`config.mk`:
```
export PLATFORM = sky130hd
export DESIGN_NAME = cctimer_array
export DESIGN_NICKNAME = d
export VERILOG_FILES = /design/src/rtl/cct_pkg.sv /design/src/rtl/cct_counter.sv /design/src/rtl/cct_channel.sv /design/src/rtl/cct_status.sv /design/src/rtl/cctimer_array.sv
export SDC_FILE = /design/constraint.sdc
export NUM_CORES = 1
export LEC_CHECK = 0
export BUFFER_PORTS_ARGS = -buffer_cell sky130_fd_sc_hd__buf_2
export CELL_PAD_IN_SITES_DETAIL_PLACEMENT = 1
export CELL_PAD_IN_SITES_GLOBAL_PLACEMENT = 1
export CORE_UTILIZATION = 45
export DETAILED_ROUTE_END_ITERATION = 8
export HOLD_SLACK_MARGIN = 0.15
export MAX_ROUTING_LAYER = met4
export PLACE_DENSITY_LB_ADDON = 0.05
export SKIP_LAST_GASP = 1
export SLEW_MARGIN = 20
export SYNTH_ARGS = -nofsm -noshare
export SYNTH_HDL_FRONTEND = slang
export SYNTH_SLANG_ARGS = --single-unit
```
`constraint.sdc`:
```
create_clock -name clk -period 12.05 [get_ports clk]
set_input_delay 0.6025 -clock clk [delete_from_list [all_inputs] [get_ports clk]]
set_output_delay 0.6025 -clock clk [all_outputs]
set_load 0.03 [all_outputs]
```
`src/rtl/cct_pkg.sv`:
```
package cct_pkg;
  typedef struct packed {
    logic       irq_en;
    logic       cmp_en;
    logic       cap_rise;
    logic       cap_fall;
    logic       match_flag;
    logic       toggle;
    logic [1:0] pwm_sel;
  } chan_mode_t;

  localparam int unsigned REG_CNT_LO  = 0;
  localparam int unsigned REG_CNT_HI  = 1;
  localparam int unsigned REG_CTRL    = 2;
  localparam int unsigned REG_STAT    = 3;
  localparam int unsigned CH_BASE     = 16;
  localparam int unsigned CH_STRIDE   = 4;
  localparam int unsigned CH_MODE_OFS = 0;
  localparam int unsigned CH_VLO_OFS  = 1;
  localparam int unsigned CH_VHI_OFS  = 2;
endpackage

```
`src/rtl/cct_counter.sv`:
```
module cct_counter #(
  parameter int unsigned CW = 16
) (
  input  logic          clk_i,
  input  logic          rst_ni,
  input  logic          tick_i,
  input  logic          run_i,
  input  logic          ld_lo_i,
  input  logic          ld_hi_i,
  input  logic [7:0]    ld_data_i,
  output logic [CW-1:0] cnt_o,
  output logic          step_o,
  output logic          ovf_o
);
  logic [CW-1:0] cnt_q, cnt_d;
  logic          step_q;
  logic          inc;

  // a bus load in the same cycle takes priority over the tick
  assign inc   = run_i & tick_i & ~(ld_lo_i | ld_hi_i);
  assign ovf_o = inc & (&cnt_q);

  always_comb begin
    cnt_d = cnt_q;
    if (ld_lo_i) cnt_d[7:0]    = ld_data_i;
    if (ld_hi_i) cnt_d[CW-1:8] = (CW-8)'(ld_data_i);
    if (inc)     cnt_d         = cnt_q + CW'(1);
  end

  always_ff @(posedge clk_i or negedge rst_ni) begin
    if (!rst_ni) begin
      cnt_q  <= '0;
      step_q <= 1'b0;
    end else begin
      cnt_q  <= cnt_d;
      step_q <= inc;
    end
  end

  assign cnt_o  = cnt_q;
  assign step_o = step_q;


  wrap_zero_chk: assert property (@(posedge clk_i) disable iff (!rst_ni)
    ovf_o |=> (cnt_q == '0));


  hold_chk: assert property (@(posedge clk_i) disable iff (!rst_ni)
    (!(run_i && tick_i) && !ld_lo_i && !ld_hi_i) |=> $stable(cnt_q));
endmodule

```
`src/rtl/cct_channel.sv`:
```
module cct_channel
  import cct_pkg::*;
#(
  parameter int unsigned CW = 16
) (
  input  logic          clk_i,
  input  logic          rst_ni,
  input  chan_mode_t    mode_i,
  input  logic [CW-1:0] cnt_i,
  input  logic          step_i,
  input  logic          pin_i,
  input  logic          wr_lo_i,
  input  logic          wr_hi_i,
  input  logic [7:0]    wdata_i,
  output logic [CW-1:0] val_o,
  output logic          evt_o,
  output logic          out_o
);
  localparam int unsigned SYNC_N = 3;

  logic [SYNC_N-1:0] sync_q, sync_d;
  logic [CW-1:0]     val_q, val_d;
  logic              tgl_q, tgl_d;
  logic              rise, fall, cap, match, pwm_hi;

  // stages 0 and 1 synchronize; stage 2 holds the previous level for edge detection
  assign sync_d = {sync_q[SYNC_N-2:0], pin_i};
  assign rise   =  sync_q[1] & ~sync_q[2];
  assign fall   = ~sync_q[1] &  sync_q[2];
  assign cap    = (mode_i.cap_rise & rise) | (mode_i.cap_fall & fall);
  assign match  = mode_i.cmp_en & step_i & (cnt_i == val_q);

  always_comb begin
    val_d = val_q;
    if (wr_lo_i) val_d[7:0]    = wdata_i;
    if (wr_hi_i) val_d[CW-1:8] = (CW-8)'(wdata_i);
    if (cap)     val_d         = cnt_i;
    tgl_d = tgl_q ^ (match & mode_i.toggle);
  end

  always_ff @(posedge clk_i or negedge rst_ni) begin
    if (!rst_ni) begin
      sync_q <= '0;
      val_q  <= '0;
      tgl_q  <= 1'b0;
    end else begin
      sync_q <= sync_d;
      val_q  <= val_d;
      tgl_q  <= tgl_d;
    end
  end

  assign pwm_hi = cnt_i[7:0] < val_q[7:0];
  assign out_o  = (|mode_i.pwm_sel) ? pwm_hi : tgl_q;
  assign evt_o  = cap | (match & mode_i.match_flag);
  assign val_o  = val_q;


  cap_latch_chk: assert property (@(posedge clk_i) disable iff (!rst_ni)
    cap |=> (val_q == $past(cnt_i)));


  toggle_flip_chk: assert property (@(posedge clk_i) disable iff (!rst_ni)
    (match && mode_i.toggle) |=> (tgl_q != $past(tgl_q)));
endmodule

```
`src/rtl/cct_status.sv`:
```
module cct_status #(
  parameter int unsigned NSRC = 8
) (
  input  logic            clk_i,
  input  logic            rst_ni,
  input  logic [NSRC-1:0] hw_set_i,
  input  logic            clr_we_i,
  input  logic [NSRC-1:0] clr_mask_i,
  input  logic [NSRC-1:0] en_mask_i,
  output logic [NSRC-1:0] flags_o,
  output logic            irq_o
);
  logic [NSRC-1:0] flags_q, flags_d, clr_eff;

  assign clr_eff = clr_we_i ? clr_mask_i : '0;
  // a hardware set is ORed in after the clear, so it wins a same-cycle race
  assign flags_d = (flags_q & ~clr_eff) | hw_set_i;

  always_ff @(posedge clk_i or negedge rst_ni) begin
    if (!rst_ni) flags_q <= '0;
    else         flags_q <= flags_d;
  end

  assign flags_o = flags_q;
  assign irq_o   = |(flags_q & en_mask_i);


  hw_set_kept_chk: assert property (@(posedge clk_i) disable iff (!rst_ni)
    (|hw_set_i) |=> ((flags_q & $past(hw_set_i)) == $past(hw_set_i)));


  no_sw_set_chk: assert property (@(posedge clk_i) disable iff (!rst_ni)
    1'b1 |=> ((flags_q & ~$past(flags_q) & ~$past(hw_set_i)) == '0));
endmodule

```
`src/rtl/cctimer_array.sv`:
```
module cctimer_array
  import cct_pkg::*;
#(
  parameter int unsigned NCH = 6,
  parameter int unsigned CW  = 16,
  parameter int unsigned AW  = 6
) (
  input  logic           clk,
  input  logic           rst_n,
  input  logic           tick,
  input  logic [AW-1:0]  bus_addr,
  input  logic           bus_wr,
  input  logic           bus_rd,
  input  logic [7:0]     bus_wdata,
  output logic [7:0]     bus_rdata,
  input  logic           ext_ovf,
  input  logic [NCH-1:0] cap_in,
  output logic [NCH-1:0] cmp_out,
  output logic           irq
);
  localparam int unsigned NSRC   = NCH + 2;
  localparam int unsigned OVF_B  = NCH;
  localparam int unsigned EXT_B  = NCH + 1;
  localparam int unsigned CTRL_W = 3;

  // reset: asserted asynchronously, released on the clock
  logic [1:0] rst_pipe_q;
  logic       rst_ni;
  always_ff @(posedge clk or negedge rst_n) begin
    if (!rst_n) rst_pipe_q <= '0;
    else        rst_pipe_q <= {rst_pipe_q[0], 1'b1};
  end
  assign rst_ni = rst_pipe_q[1];

  // control register: bit0 run, bit1 wrap irq enable, bit2 external wrap irq enable
  logic [CTRL_W-1:0] ctrl_q, ctrl_d;
  logic              ctrl_we, stat_we, cnt_lo_we, cnt_hi_we;

  assign ctrl_we   = bus_wr && (bus_addr == AW'(REG_CTRL));
  assign stat_we   = bus_wr && (bus_addr == AW'(REG_STAT));
  assign cnt_lo_we = bus_wr && (bus_addr == AW'(REG_CNT_LO));
  assign cnt_hi_we = bus_wr && (bus_addr == AW'(REG_CNT_HI));
  assign ctrl_d    = ctrl_we ? bus_wdata[CTRL_W-1:0] : ctrl_q;

  always_ff @(posedge clk or negedge rst_ni) begin
    if (!rst_ni) ctrl_q <= '0;
    else         ctrl_q <= ctrl_d;
  end

  logic [CW-1:0] cnt;
  logic          cnt_step, cnt_ovf;

  cct_counter #(.CW(CW)) u_counter (
    .clk_i     (clk),
    .rst_ni    (rst_ni),
    .tick_i    (tick),
    .run_i     (ctrl_q[0]),
    .ld_lo_i   (cnt_lo_we),
    .ld_hi_i   (cnt_hi_we),
    .ld_data_i (bus_wdata),
    .cnt_o     (cnt),
    .step_o    (cnt_step),
    .ovf_o     (cnt_ovf)
  );

  chan_mode_t    mode_q [NCH];
  logic [CW-1:0] ch_val [NCH];
  logic [NCH-1:0] ch_evt, ch_ie;

  for (genvar c = 0; c < NCH; c++) begin : g_ch
    localparam int unsigned BASE = CH_BASE + c * CH_STRIDE;
    logic       mode_we, vlo_we, vhi_we;
    chan_mode_t mode_d;

    assign mode_we = bus_wr && (bus_addr == AW'(BASE + CH_MODE_OFS));
    assign vlo_we  = bus_wr && (bus_addr == AW'(BASE + CH_VLO_OFS));
    assign vhi_we  = bus_wr && (bus_addr == AW'(BASE + CH_VHI_OFS));
    assign mode_d  = mode_we ? chan_mode_t'(bus_wdata) : mode_q[c];

    always_ff @(posedge clk or negedge rst_ni) begin
      if (!rst_ni) mode_q[c] <= '0;
      else         mode_q[c] <= mode_d;
    end

    assign ch_ie[c] = mode_q[c].irq_en;

    cct_channel #(.CW(CW)) u_chan (
      .clk_i   (clk),
      .rst_ni  (rst_ni),
      .mode_i  (mode_q[c]),
      .cnt_i   (cnt),
      .step_i  (cnt_step),
      .pin_i   (cap_in[c]),
      .wr_lo_i (vlo_we),
      .wr_hi_i (vhi_we),
      .wdata_i (bus_wdata),
      .val_o   (ch_val[c]),
      .evt_o   (ch_evt[c]),
      .out_o   (cmp_out[c])
    );
  end

  logic [NSRC-1:0] stat_flags, stat_set, stat_en;
  assign stat_set = {ext_ovf, cnt_ovf, ch_evt};
  assign stat_en  = {ctrl_q[2], ctrl_q[1], ch_ie};

  cct_status #(.NSRC(NSRC)) u_status (
    .clk_i      (clk),
    .rst_ni     (rst_ni),
    .hw_set_i   (stat_set),
    .clr_we_i   (stat_we),
    .clr_mask_i (NSRC'(bus_wdata)),
    .en_mask_i  (stat_en),
    .flags_o    (stat_flags),
    .irq_o      (irq)
  );

  // read path: mux, then one register stage
  logic [7:0] rd_mux, rdata_q, rdata_d;
  always_comb begin
    rd_mux = '0;
    if (bus_addr == AW'(REG_CNT_LO)) rd_mux = cnt[7:0];
    if (bus_addr == AW'(REG_CNT_HI)) rd_mux = 8'(cnt[CW-1:8]);
    if (bus_addr == AW'(REG_CTRL))   rd_mux = 8'(ctrl_q);
    if (bus_addr == AW'(REG_STAT))   rd_mux = 8'(stat_flags);
    for (int c = 0; c < NCH; c++) begin
      if (bus_addr == AW'(CH_BASE + c * CH_STRIDE + CH_MODE_OFS)) rd_mux = mode_q[c];
      if (bus_addr == AW'(CH_BASE + c * CH_STRIDE + CH_VLO_OFS))  rd_mux = ch_val[c][7:0];
      if (bus_addr == AW'(CH_BASE + c * CH_STRIDE + CH_VHI_OFS))  rd_mux = 8'(ch_val[c][CW-1:8]);
    end
  end
  assign rdata_d = bus_rd ? rd_mux : rdata_q;

  always_ff @(posedge clk or negedge rst_ni) begin
    if (!rst_ni) rdata_q <= '0;
    else         rdata_q <= rdata_d;
  end
  assign bus_rdata = rdata_q;


  irq_src_chk: assert property (@(posedge clk) disable iff (!rst_ni)
    irq |-> (|stat_flags));


  wrap_flag_chk: assert property (@(posedge clk) disable iff (!rst_ni)
    cnt_ovf |=> stat_flags[OVF_B]);


  ext_flag_chk: assert property (@(posedge clk) disable iff (!rst_ni)
    ext_ovf |=> stat_flags[EXT_B]);
endmodule

```
---- Yosys cells after proc, flatten, opt, wreduce, memory -nomap -nowiden ----
Index checks and enable logic that the tools add are counted.
Widths: inputs -> output; s select.
cells by class
  bitwise logic cells ..................... 87
  eq/ne operators ......................... 27
  magnitude comparators ................... 6
  $add $sub $neg .......................... 1
  reduce and logical (&&, ||, !) cells .... 45
  muxes and demuxes ....................... 50
operator list
  operator               number
  $mux 8                 37
  $mux 16                7
  $eq 16x16->1           6
  $eq 6x5->1 const B     12
  $and 1x1->1            51
  $lt 8x8->1             6
  $eq 6x6->1 const B     6
  $reduce_bool 2->1      14
  $logic_and 1x1->1      22
  $add 16x1->16 const B  1
  $and 8x8->8            2
  $reduce_and 16->1      1
  $not 1->1              13
  $or 1x1->1             13
  $eq 6x2->1 const B     2
  $reduce_or 2->1        6
  $not 8->8              1
  $or 8x8->8             1
  $reduce_or 8->1        1
  $eq 6x1->1 const B     1
  $logic_not 6->1        1
  $mux 1                 6
  $xor 1x1->1            6
word-level totals
  input bits .............................. 26
  flip-flop bits (word level) ............. 206
  output and inout port bits .............. 15
  word-level logic and storage cells ...... 289

---- Depth between registers and ports, before layout ----
  word-level depth ........................ 23
  gate-level depth with buffers ........... 10
  depth with buffers taken out ............ 8

---- Hierarchy ----
Synthesis repeated with hierarchy kept, for this count alone.
unflattened totals
  cell total of the unflattened synthesis .. 1,358
  area total of the unflattened synthesis .. 12,816.0 um^2
by module, submodules not included
  module         seq. area each (um^2)  cells an instance  area an instance (um^2)  times used
  cct_channel    500.5                  120                1,174.9                  6
  cctimer_array  1,526.5                499                4,414.2                  1
  cct_counter    425.4                  109                1,018.5                  1
  cct_status     200.2                  30                 334.1                    1

---- Worst setup path after synthesis ----
No wires, ideal clock.
  path kind ............................... input port to flip-flop
  start ................................... input bus_addr[3]
  end ..................................... register u_counter.cnt_q[15], in the netlist u_counter.cnt_o[15]
  cell stages on the path ................. 8
  data arrival time ....................... 2.119 ns
  path buffers ............................ 2
  slack ................................... 9.789 ns
  setup time .............................. 0.142 ns
  required time ........................... 11.908 ns
  cell sequence ........................... buf_6 -> or4_4 -> buf_6 -> o31ai_4 -> nor2_2 -> and3_4 -> nor3_2 -> a211oi_2
between the ends
  word-level cells in the longest chain between the ends .. 6
  elaborated cells on any way between the ends .. 9
  those cells by class .................... 1 x eq/ne; 1 x mux; 3 x bitwise; 4 x reduce/logical
ends and longest elaborated chain
  element                                        line                                      text
  from (decl)                                    cctimer_array.sv:11                       input logic [AW-1:0] bus_addr,
  $eq 6x1->1 or $logic_not 6->1 (tied branches)  cctimer_array.sv:42, cctimer_array.sv:41
  $logic_and 1x1->1 (on tied branches)           cctimer_array.sv:42, cctimer_array.sv:41
  $or 1x1->1                                     cct_counter.sv:20                         assign inc = run_i & tick_i & ~(ld_lo_i | ld_hi_i);
  $not 1->1                                      cct_counter.sv:20
  $and 1x1->1                                    cct_counter.sv:20
  $mux 16 or $reduce_bool 2->1 (tied branches)   n/a
  to (signal assigned)                           cct_counter.sv:35                         cnt_q <= cnt_d;
  to (decl)                                      cct_counter.sv:15                         logic [CW-1:0] cnt_q, cnt_d;
Several ways; a longest one is shown, not always the timed one.
A chain may end at the register's enable or synchronous reset.

---- Final worst setup path ----
  start ................................... register u_counter.cnt_q[5], in the netlist u_counter.cnt_o[5]
  end ..................................... output cmp_out[0]
between the ends
  word-level cells in the longest chain between the ends .. 2
ends and longest elaborated chain
  element     line                 text
  $lt 8x8->1  cct_channel.sv:53    assign pwm_hi = cnt_i[7:0] < val_q[7:0];
  $mux 1      cct_channel.sv:54    assign out_o = (|mode_i.pwm_sel) ? pwm_hi : tgl_q;
  to (decl)   cctimer_array.sv:18  output logic [NCH-1:0] cmp_out,
No other way between the ends.

==> metrics.cfg <==
[run_status]
outcome = completed

[pwr]
sw_frac_of_total_pct = 40.3
sequentialPowerShare_pct = 38.2
power_leakage_uw = 0.00583
p_comb_share_pct = 33.8
p_int_uw = 1830
power.net_switching_uw = 1230
clockPowerShare_pct = 28.0
power.total_uw = 3060
power_density_nw_per_um2 = 213
peakVddDrop_v = 0.000115

[clock_tree]
clock-sinks = 206
ctsLongestPathBuffers = 3
insertion_delay_ns = 0.57
cts.clk_slew.worst_paths_ns = 0.06
cts_htree_levels = 1
cts_root_buffer = clkbuf_16
tritoncts = yes
cts_buffers = 26

[timing]
post-route-period-util_pct = 29.5
fin_skew_ns = 0.0251
worstMarginPinSlew_ns = 1.17
hold_ws_ns = 0.169
setup_viol = 0
slew_violations = 0
setup_ws_ns = 8.49
slew_headroom_pct = 21.9
clock.fmax_mhz = 281
final-hold-violation-count = 0
setup_tns_ns = 0
rsz0062_at_grt = no
finalCriticalPeriod_ns = 3.56

[critical_path]
critPathMaxFanout = 9
critPathKind = flop to primary output
reg2regPathDepth = 9
endpoint_kind = primary output
r2r_slack_ns = 8.93
worstPathArrival_ns = 2.95
critPathLaunchType = flop
worst_ep_required_time_ns = 11.45

[yosys]
netlist_top_cells_area = dfrtp_1 40%, mux2i_1 8.3%, o21ai_0 5.4%, nand2_1 5.3%, mux2_2 5.0%
synth_fp_nets = 1473
synthCells = 1398
netlist_area_um2 = 13000
synth_mux_area_share_pct = 13.8
ys_seq_area_share_pct = 39.8
avgSynthCellArea_um2 = 9.27
synth_edf_count = 0
synth_top_cell_by_area = dfrtp_1
synth_top_family_by_area = compound AO/OA/AOI/OAI gates
synth_ff_type = dfrtp_1
synth_xor_area_share_pct = 4.12
yosys.area_share.adder_pct = 4.73
async_flop_share_pct = 100
yosys.area_share.simple_pct = 15.7
ys_seq_elements = 206
synth_compound_area_share_pct = 16.3
yosysWarnings = 0
netlist-cell-type-count = 76
netlist.area_leader.share_pct = 39.8

[floorplan]
die_h_um = 172
core_area_um2 = 28100
die-width_um = 172
io_pins = 41
die-area_um2 = 29500
rows = 61
start_util_pct = 46.1

[global_route]
grt.total_usage_pct = 37.0
grt_pass1_wl_um = 76200
grt_max_degree = 63
antenna_found_initial = 0
grt-ovfl-total = 0
grt_pass1_vias = 11400

[placed_design]
place_ws_ns = 8.67
routabilityCongestion = 0.974
dp_hpwl_um = 34500
io_buffers = 40
place_area_um2 = 13400

[min_path]
whs_path_depth = 1
hold_path.class = input port to flop

[layout]
nNetsFinal = 1464
areaGrowthSynthToFinish_pct = 11.1
final_area_um2 = 14400
drive_above_1_share_pct = 15.0
n_antenna_cell = 0

[detailed_routing]
drcViolationCount = 0
num_vias = 11400
detail-route-antenna-nets = 0
drt-vias-per-instance = 6.36
first_iter_violations = 1043
drt_wl_total_um = 51900
wire_per_inst_um = 29.1
drt-pass1-iter-count = 5

[flow_run]
max-cap-violations = 0

sequential cells by signal (all words and copies together), names as in the netlist, 2 cells and up:
signal	count
bus_rdata	8
ch_ie	6
ctrl_q	3
g_ch.u_chan.sync_q	18
g_ch.u_chan.tgl_q	6
g_ch.u_chan.val_o	96
mode_q	42
rst_pipe_q	2
u_counter.cnt_o	16
u_status.flags_o	8
synthesized netlist by cell type, types with 4 or more instances:
cell type,instances
a211oi_1,10
a21o_1,11
a21oi_1,58
a221o_1,9
a22oi_1,14
a311oi_1,4
a31oi_1,13
a32oi_1,4
buf_1,9
buf_2,29
buf_4,9
clkbuf_1,62
dfrtp_1,206
ha_1,49
inv_1,54
mux2_2,58
mux2i_1,107
nand2_1,182
nand2b_1,15
nand3_1,26
nand3b_1,7
nand4_1,21
nor2_1,58
nor2_2,7
nor2_4,6
nor2b_1,11
nor3_1,22
nor4_1,12
o211ai_1,12
o21ai_0,140
o21ai_1,9
o221ai_1,9
o22ai_1,23
o32ai_1,6
or3_1,7
or4_1,4
xnor2_1,31
xor2_1,30
stage by stage:
stage               utilization (%)  cells
detailed placement             47.6   1733
global placement               47.6   1733
finish                         51.3   1787
CTS                            51.1   1787
global route                   51.3   1787
floorplan                         -   1398
layout make-up:
type	instances	area, um2
Timing Repair Buffer	75	478
Inverter	55	206
Tap cell	378	473
Fill cell	3220	13700
Sequential cell	206	5160
Multi-Input combinational cell	1025	7160
Clock buffer	34	701
Clock inverter	14	223
cells by family (layout without fill, tap and decap cells):
family	Yosys count	in the layout
AND/OR/NAND/NOR	403	403
other	1	1
XOR/XNOR	61	61
buffers and inverters	167	178
AO/OA/AOI/OAI	343	343
adder cells (fa/ha/maj)	49	49
flip-flops	206	206
multiplexers	168	168
worst max-delay path, stage by stage, from the launching register on:
cell and delay (ns):
dfrtp_1 0.73, buf_4 0.34, ha_1 0.28, a21o_1 0.18
a21o_1 0.17, a21oi_1 0.13, o21ai_0 0.10, o21ai_0 0.20
buf_2 0.24
power groups by stage:
stage / Combinational (uW) / Clock, uW / Sequential (uW)
2_1_floorplan: 717 / 0 / 1060
3_3_place_gp: 966 / 0 / 1170
3_5_place_dp: 1010 / 0 / 1170
4_1_cts: 1030 / 861 / 1160
5_1_grt: 1140 / 885 / 1190
6_report: 1040 / 856 / 1170
worst paths after layout:
check | end | start
max in group asynchronous | g_ch[1].u_chan.val_o[3]$_DFFE_PN0P_ | rst_pipe_q[1]$_DFF_PN0_
min reg2reg | g_ch[5].u_chan.tgl_q$_DFF_PN0_ | rst_pipe_q[1]$_DFF_PN0_
max reg2reg | g_ch[4].u_chan.tgl_q$_DFF_PN0_ | u_counter.cnt_o[0]$_DFFE_PN0P_
min | g_ch[4].u_chan.sync_q[0]$_DFF_PN0_ | cap_in[4]
max | cmp_out[0] | u_counter.cnt_o[5]$_DFFE_PN0P_
min in group asynchronous | g_ch[5].u_chan.tgl_q$_DFF_PN0_ | rst_pipe_q[1]$_DFF_PN0_
per-layer routing:
metal / part of all wire, % / GRT usage [%]
met4: 4.0 / 13.8
met5: 0 / -
met3: 7.9 / 7.75
met1: 43 / 48.8
met2: 45 / 55.9
placed cells by master, fill, tap and decap left out, drive strengths merged, types with 30 or more instances in the layout:
cell type and instances:
dfrtp 206, nand2 183, o21ai 150, mux2i 107, nor2 71, buf 69
a21oi 58, mux2 58, inv 55, ha 49, clkbuf 34, xnor2 31
xor2 30
what timing repair did:
action / in CTS / in global routing
resized for setup: 0 / 0
hold endpoints to repair: 7 / 0
hold buffers: 6 / 0
setup buffers: 0 / 0
(Power assumes the default switching activity.)
